$ cat src/rtl/reg_xcvr.sv
module reg_xcvr #(
  parameter int LANES  = 2,
  parameter int LANE_W = 8
) (
  input  logic                      clk,
  input  logic                      rst,
  input  logic [LANES-1:0]          en_ab,
  input  logic [LANES-1:0]          en_ba_n,
  input  logic [LANES-1:0]          cap_ab,
  input  logic [LANES-1:0]          cap_ba,
  input  logic [LANES-1:0]          sel_ab,
  input  logic [LANES-1:0]          sel_ba,
  input  logic [LANES*LANE_W-1:0]   a_in,
  output logic [LANES*LANE_W-1:0]   a_out,
  output logic [LANES-1:0]          a_oe,
  input  logic [LANES*LANE_W-1:0]   b_in,
  output logic [LANES*LANE_W-1:0]   b_out,
  output logic [LANES-1:0]          b_oe
);

  localparam int W = LANES * LANE_W;

  logic [W-1:0] held_a;
  logic [W-1:0] held_b;

  for (genvar k = 0; k < LANES; k++) begin : g_lane
    localparam int LO = k * LANE_W;

    logic [LANE_W-1:0] snap_a, snap_b, drv_a, drv_b;
    logic              strb_ab_q, strb_ba_q, oe_a_q, oe_b_q;
    logic              load_a, load_b;

    assign load_a = cap_ab[k] & ~strb_ab_q;
    assign load_b = cap_ba[k] & ~strb_ba_q;

    always_ff @(posedge clk) begin
      strb_ab_q <= cap_ab[k];
      strb_ba_q <= cap_ba[k];
      if (rst) begin
        snap_a <= '0;
        snap_b <= '0;
        drv_a  <= '0;
        drv_b  <= '0;
        oe_a_q <= 1'b0;
        oe_b_q <= 1'b0;
      end else begin
        if (load_a) snap_a <= a_in[LO +: LANE_W];
        if (load_b) snap_b <= b_in[LO +: LANE_W];
        drv_b  <= sel_ab[k] ? snap_a : a_in[LO +: LANE_W];
        drv_a  <= sel_ba[k] ? snap_b : b_in[LO +: LANE_W];
        oe_b_q <= en_ab[k];
        oe_a_q <= ~en_ba_n[k];
      end
    end

    assign b_out[LO +: LANE_W]  = drv_b;
    assign a_out[LO +: LANE_W]  = drv_a;
    assign b_oe[k]              = oe_b_q;
    assign a_oe[k]              = oe_a_q;
    assign held_a[LO +: LANE_W] = snap_a;
    assign held_b[LO +: LANE_W] = snap_b;
  end

endmodule

$ cat config.mk
export PLATFORM = sky130hd
export DESIGN_NAME = reg_xcvr
export DESIGN_NICKNAME = d
export VERILOG_FILES = /design/src/rtl/reg_xcvr.sv
export SDC_FILE = /design/constraint.sdc
export NUM_CORES = 1
export LEC_CHECK = 0
export ABC_AREA = 0
export BUFFER_PORTS_ARGS = -buffer_cell sky130_fd_sc_hd__buf_2
export CAP_MARGIN = 10
export CORE_MARGIN = 2
export CORE_UTILIZATION = 35
export CTS_CLUSTER_SIZE = 25
export DETAILED_ROUTE_END_ITERATION = 7
export PLACE_DENSITY_LB_ADDON = 0.2
export SYNTH_ARGS = -nofsm -noshare
export SYNTH_HDL_FRONTEND = slang
export SYNTH_SLANG_ARGS = --single-unit
$ cat constraint.sdc
create_clock -name clk -period 1.37 [get_ports clk]
set_clock_uncertainty 0.05 [all_clocks]
set_input_delay 0.3425 -clock clk [delete_from_list [all_inputs] [get_ports clk]]
set_output_delay 0.3425 -clock clk [all_outputs]
set_load 0.02 [all_outputs]
# --- After elaboration in Yosys (flattened, before gate mapping) ---
# Index checks and enable logic that the tools add are counted.
word_totals:
  ff_bits: 72
  word_cells: 30
classes:
  mux: 4
  n_bitwise: 10
op_table:
  columns: ["cell", "n"]
  rows:
  - ["two-way mux 8 bit", 4]
  - ["inverter 1 bit", 6]
  - ["AND 1 bit", 4]

# --- Longest topological paths before layout ---
logic_depth:
  depth_word: 2
  ltp_mapped: 4

# --- Least setup slack after synthesis ---
# OpenSTA, ideal clock, no wires.
synth_timing:
  kind: "input-to-reg"
  startpoint: "input port rst"
  endpoint: "register g_lane[0].drv_b[0]"
  setup_slack_ns: 0.383
  path_stages: 4
  required_time_ns: 1.201
  t_arrival_ns: 0.818
  path_cell_list: "buf_6 > buf_8 > buf_12 > nor2_4"
synth_lines:
  columns: ["element", "line_no", "rtl"]
  rows:
  - ["from (decl)", "6", "input logic rst,"]
  - ["to (signal assigned)", "49", "drv_b <= sel_ab[k] ? snap_a : a_in[LO +: LANE_W];"]
  - ["to (decl)", "29", "logic [LANE_W-1:0] snap_a, snap_b, drv_a, drv_b;"]
# No word-level cell between the ends.

# --- Worst setup path after layout ---
layout_timing:
  startpoint: "register g_lane[1].drv_b[6]"
  endpoint: "output port b_out[14]"
layout_lines:
  columns: ["element", "line_no", "rtl"]
  rows:
  - ["from (decl)", "29", null]
  - ["from (signal assigned)", "49", null]
  - ["to (decl)", "17", "output logic [LANES*LANE_W-1:0] b_out,"]
# No word-level cell between the ends.

==> reports/qor.yml <==
run_status: "finished clean"
power.ir.vdd_worst_uv: 561
tightestPinTransition_ns: 0.293
vias_in_the_first_global_route: 2017
post_synth_num_cell_types: 14
powerDensity_mw_per_mm2: 1150
worst-endpoint-required_ns: 0.98
rsz_0062_raised_after_global_routing: "false"
dpl-instance-area_mm2: 0.00361
hold_violations: 0
ant_nets: 0
synthMostInstantiatedCell: "sky130_fd_sc_hd__dfxtp_1"
syn-instance-count: 259
grt_start_max_net_pins: 44
critical_path_cell_with_the_highest_stage_delay: "sky130_fd_sc_hd__dfxtp_1"
drt_drc_violations_left: 0
floorplan.die.width_um: 99.8
worstSetupPathType: "reg -> out"
grt.overflow.total: 0
data_arrival_time_of_the_critical_path_ns: 0.81
place.gp.congestion: 0.656
antenna_violations_before_repair: 0
asyncSetResetFlopFracSynth_pct: 0
synthTopCellsByCount: "sky130_fd_sc_hd__dfxtp_1, sky130_fd_sc_hd__mux2i_1, sky130_fd_sc_hd__nand2b_1, sky130_fd_sc_hd__nand4bb_1, sky130_fd_sc_hd__o21ai_2"
crit_path_end_kind: "output port"
clock_latency_ns: 0.33
cts_resized: 0
fin_setup_tns_ns: 0
diodes: 0
drive_gt1_share_pct: 48.8
leakage_nw: 1.59
post_synth.cell_area_avg_um2: 12.4
root_buffer_cell: "sky130_fd_sc_hd__clkbuf_8"
dieHeight_um: 99.8
area_of_all_placed_cells_without_fillers_mm2: 0.00378
cts_sinks: 72
synth.top_cell.area_share_pct: 44.9
maxCapViolCount: 0
post_synth_edffs: 0
yosys.area.top_type: "sky130_fd_sc_hd__dfxtp_1"
top_level_ports: 82
nNetsFinal: 384
worst_setup_slack_after_placement_ns: 0.214
start_util_pct: 36.5
row_count: 34
grt_first_pass_wirelength_um: 9560
io_buffer_count: 81
startpoint_type: "register"
cp.buffers_inverters: 1
post-cts-setup-buffer-count: 0
timing.max_slew.rel_slack_pct: 79.9
synth_area_leaders: "sky130_fd_sc_hd__dfxtp_1, sky130_fd_sc_hd__nand4bb_1, sky130_fd_sc_hd__mux2i_1"
worstPathMaxFanout: 1
postRouteWirelength_um: 5800
groute.usage.overall_pct: 12.1
first_pass_iters: 4
fmax_mhz: 829
core_mm2: 0.00881
holdCritPathClass: "in -> reg"
dominant_delay_contributor_by_cell_family_on_the_critical_path: "flip-flops"
cts_hold_buffers: 0
via_count: 2099
hpwl_um: 3930
share_of_the_clock_period_used_by_the_worst_path_after_layout_pct: 88.1
area_growth_syn_to_layout_pct: 17.8
cts-buffers-inserted: 9
initialDrtViolationCount: 30
ys.flop_type: "sky130_fd_sc_hd__dfxtp_1"
yosysWarningCount: 0
path_cells: "buf_2"
timing.final.crit_period_ns: 1.21
timing.final.setup_violations: 0
htree_levels: 3
clkSlewWorstSetupHoldPaths_ns: 0.07
crit_path_max_incr_delay_ns: 0.32
clk_path_buf_depth: 2
power.total_mw: 4.36
vias_cell: 4.66
synth_seq_area_share_pct: 44.9
synth_seq_cells: 72
clock_tree_from_tritoncts: "yes"
post_synthesis_cell_area_mm2: 0.00321
setup_slack_ns: 0.163
die_area_mm2: 0.00996
synth_nets: 305
drt-wirelength-per-cell_um: 12.9
finalMaxSlewViolations: 0
## metal layers
metal,share of wire [%],vias to the layer above,track usage (%),wire (µm)
met5,0,-,0,0
met3,6.7,9,4.67,390
met1,46,972,15.2,2700
li1,-,1061,-,-
met2,45,57,18.3,2620
met4,1.7,0,5.37,96
## power by group
group,total [mW],internal [mW],switching [mW]
logic,0.612,0.269,0.343
registers,2.25,2.20,0.0464
clock network,1.50,0.741,0.754
total,4.36,3.21,1.14
## stage by stage
stage,hold slack (ns),utilization [%],std cells
floorplan,0.320,-,259
global placement,0.411,41.0,435
detailed placement,0.417,41.0,435
CTS,0.0882,43.0,450
global route,0.0918,43.0,450
finish,0.110,43.0,450
## layout make-up
| class | count | area, µm² |
|---|---|---|
| clock buffers | 12 | 155 |
| clock inverters | 3 | 17.5 |
| fillers | 859 | 5020 |
| multi-input cells | 168 | 1560 |
| flip-flops and latches | 72 | 1440 |
| well taps | 108 | 135 |
| repair buffers | 87 | 478 |
## flip-flops by register name, summed over array words and instances (netlist names)
signal            cells
g_lane.drv_a         16
g_lane.strb_ab_q      2
g_lane.snap_b        16
g_lane.drv_b         16
g_lane.oe_a_q         2
g_lane.snap_a        16
g_lane.oe_b_q         2
g_lane.strb_ba_q      2
## path summary, 6_finish.rpt
kind / startpoint / slack [ns] / to / depth (start not counted)
worst min-delay path: en_ba_n[0] / 0.11 / g_lane[0].oe_a_q / 2
worst max-delay path: g_lane[1].drv_b[6] / 0.16 / b_out[14] / 1
worst max register to register: g_lane[0].strb_ba_q / 0.35 / g_lane[0].snap_b[7] / 2
worst min register to register: g_lane[1].snap_b[1] / 0.42 / g_lane[1].snap_b[1] / 2
## worst reg2reg max path: stages (launching register included)
cell	delay (ns)
sky130_fd_sc_hd__dfxtp_1	0.39
sky130_fd_sc_hd__and2b_4	0.39
sky130_fd_sc_hd__o21ai_2	0.08
## cells by family (layout without fill, tap and decap cells)
kind of cell           count (synthesis)  count (layout)  share of synthesized area, %
AO/OA/AOI/OAI                         32              32                          8.73
buffers and inverters                 19             102                          6.66
flip-flops                            72              72                          44.9
multiplexers                          32              32                          9.97
AND/OR/NAND/NOR                      104             104                          29.8
## layout by cell type, fill, tap and decap left out
cell type                    count
sky130_fd_sc_hd__dfxtp_1        72
sky130_fd_sc_hd__nand4bb_1      32
sky130_fd_sc_hd__clkinv_2        2
sky130_fd_sc_hd__clkinvlp_4      1
sky130_fd_sc_hd__nand2b_1       32
sky130_fd_sc_hd__buf_2          80
sky130_fd_sc_hd__nor2b_1         2
sky130_fd_sc_hd__nor2_1          4
sky130_fd_sc_hd__o21ai_2        32
sky130_fd_sc_hd__buf_4           5
sky130_fd_sc_hd__nor2_2          2
sky130_fd_sc_hd__buf_12          2
sky130_fd_sc_hd__and2b_4         4
sky130_fd_sc_hd__mux2i_1        32
sky130_fd_sc_hd__clkbuf_1        1
sky130_fd_sc_hd__nor2_4         28
sky130_fd_sc_hd__clkbuf_8       11
(Power assumes the default switching activity.)
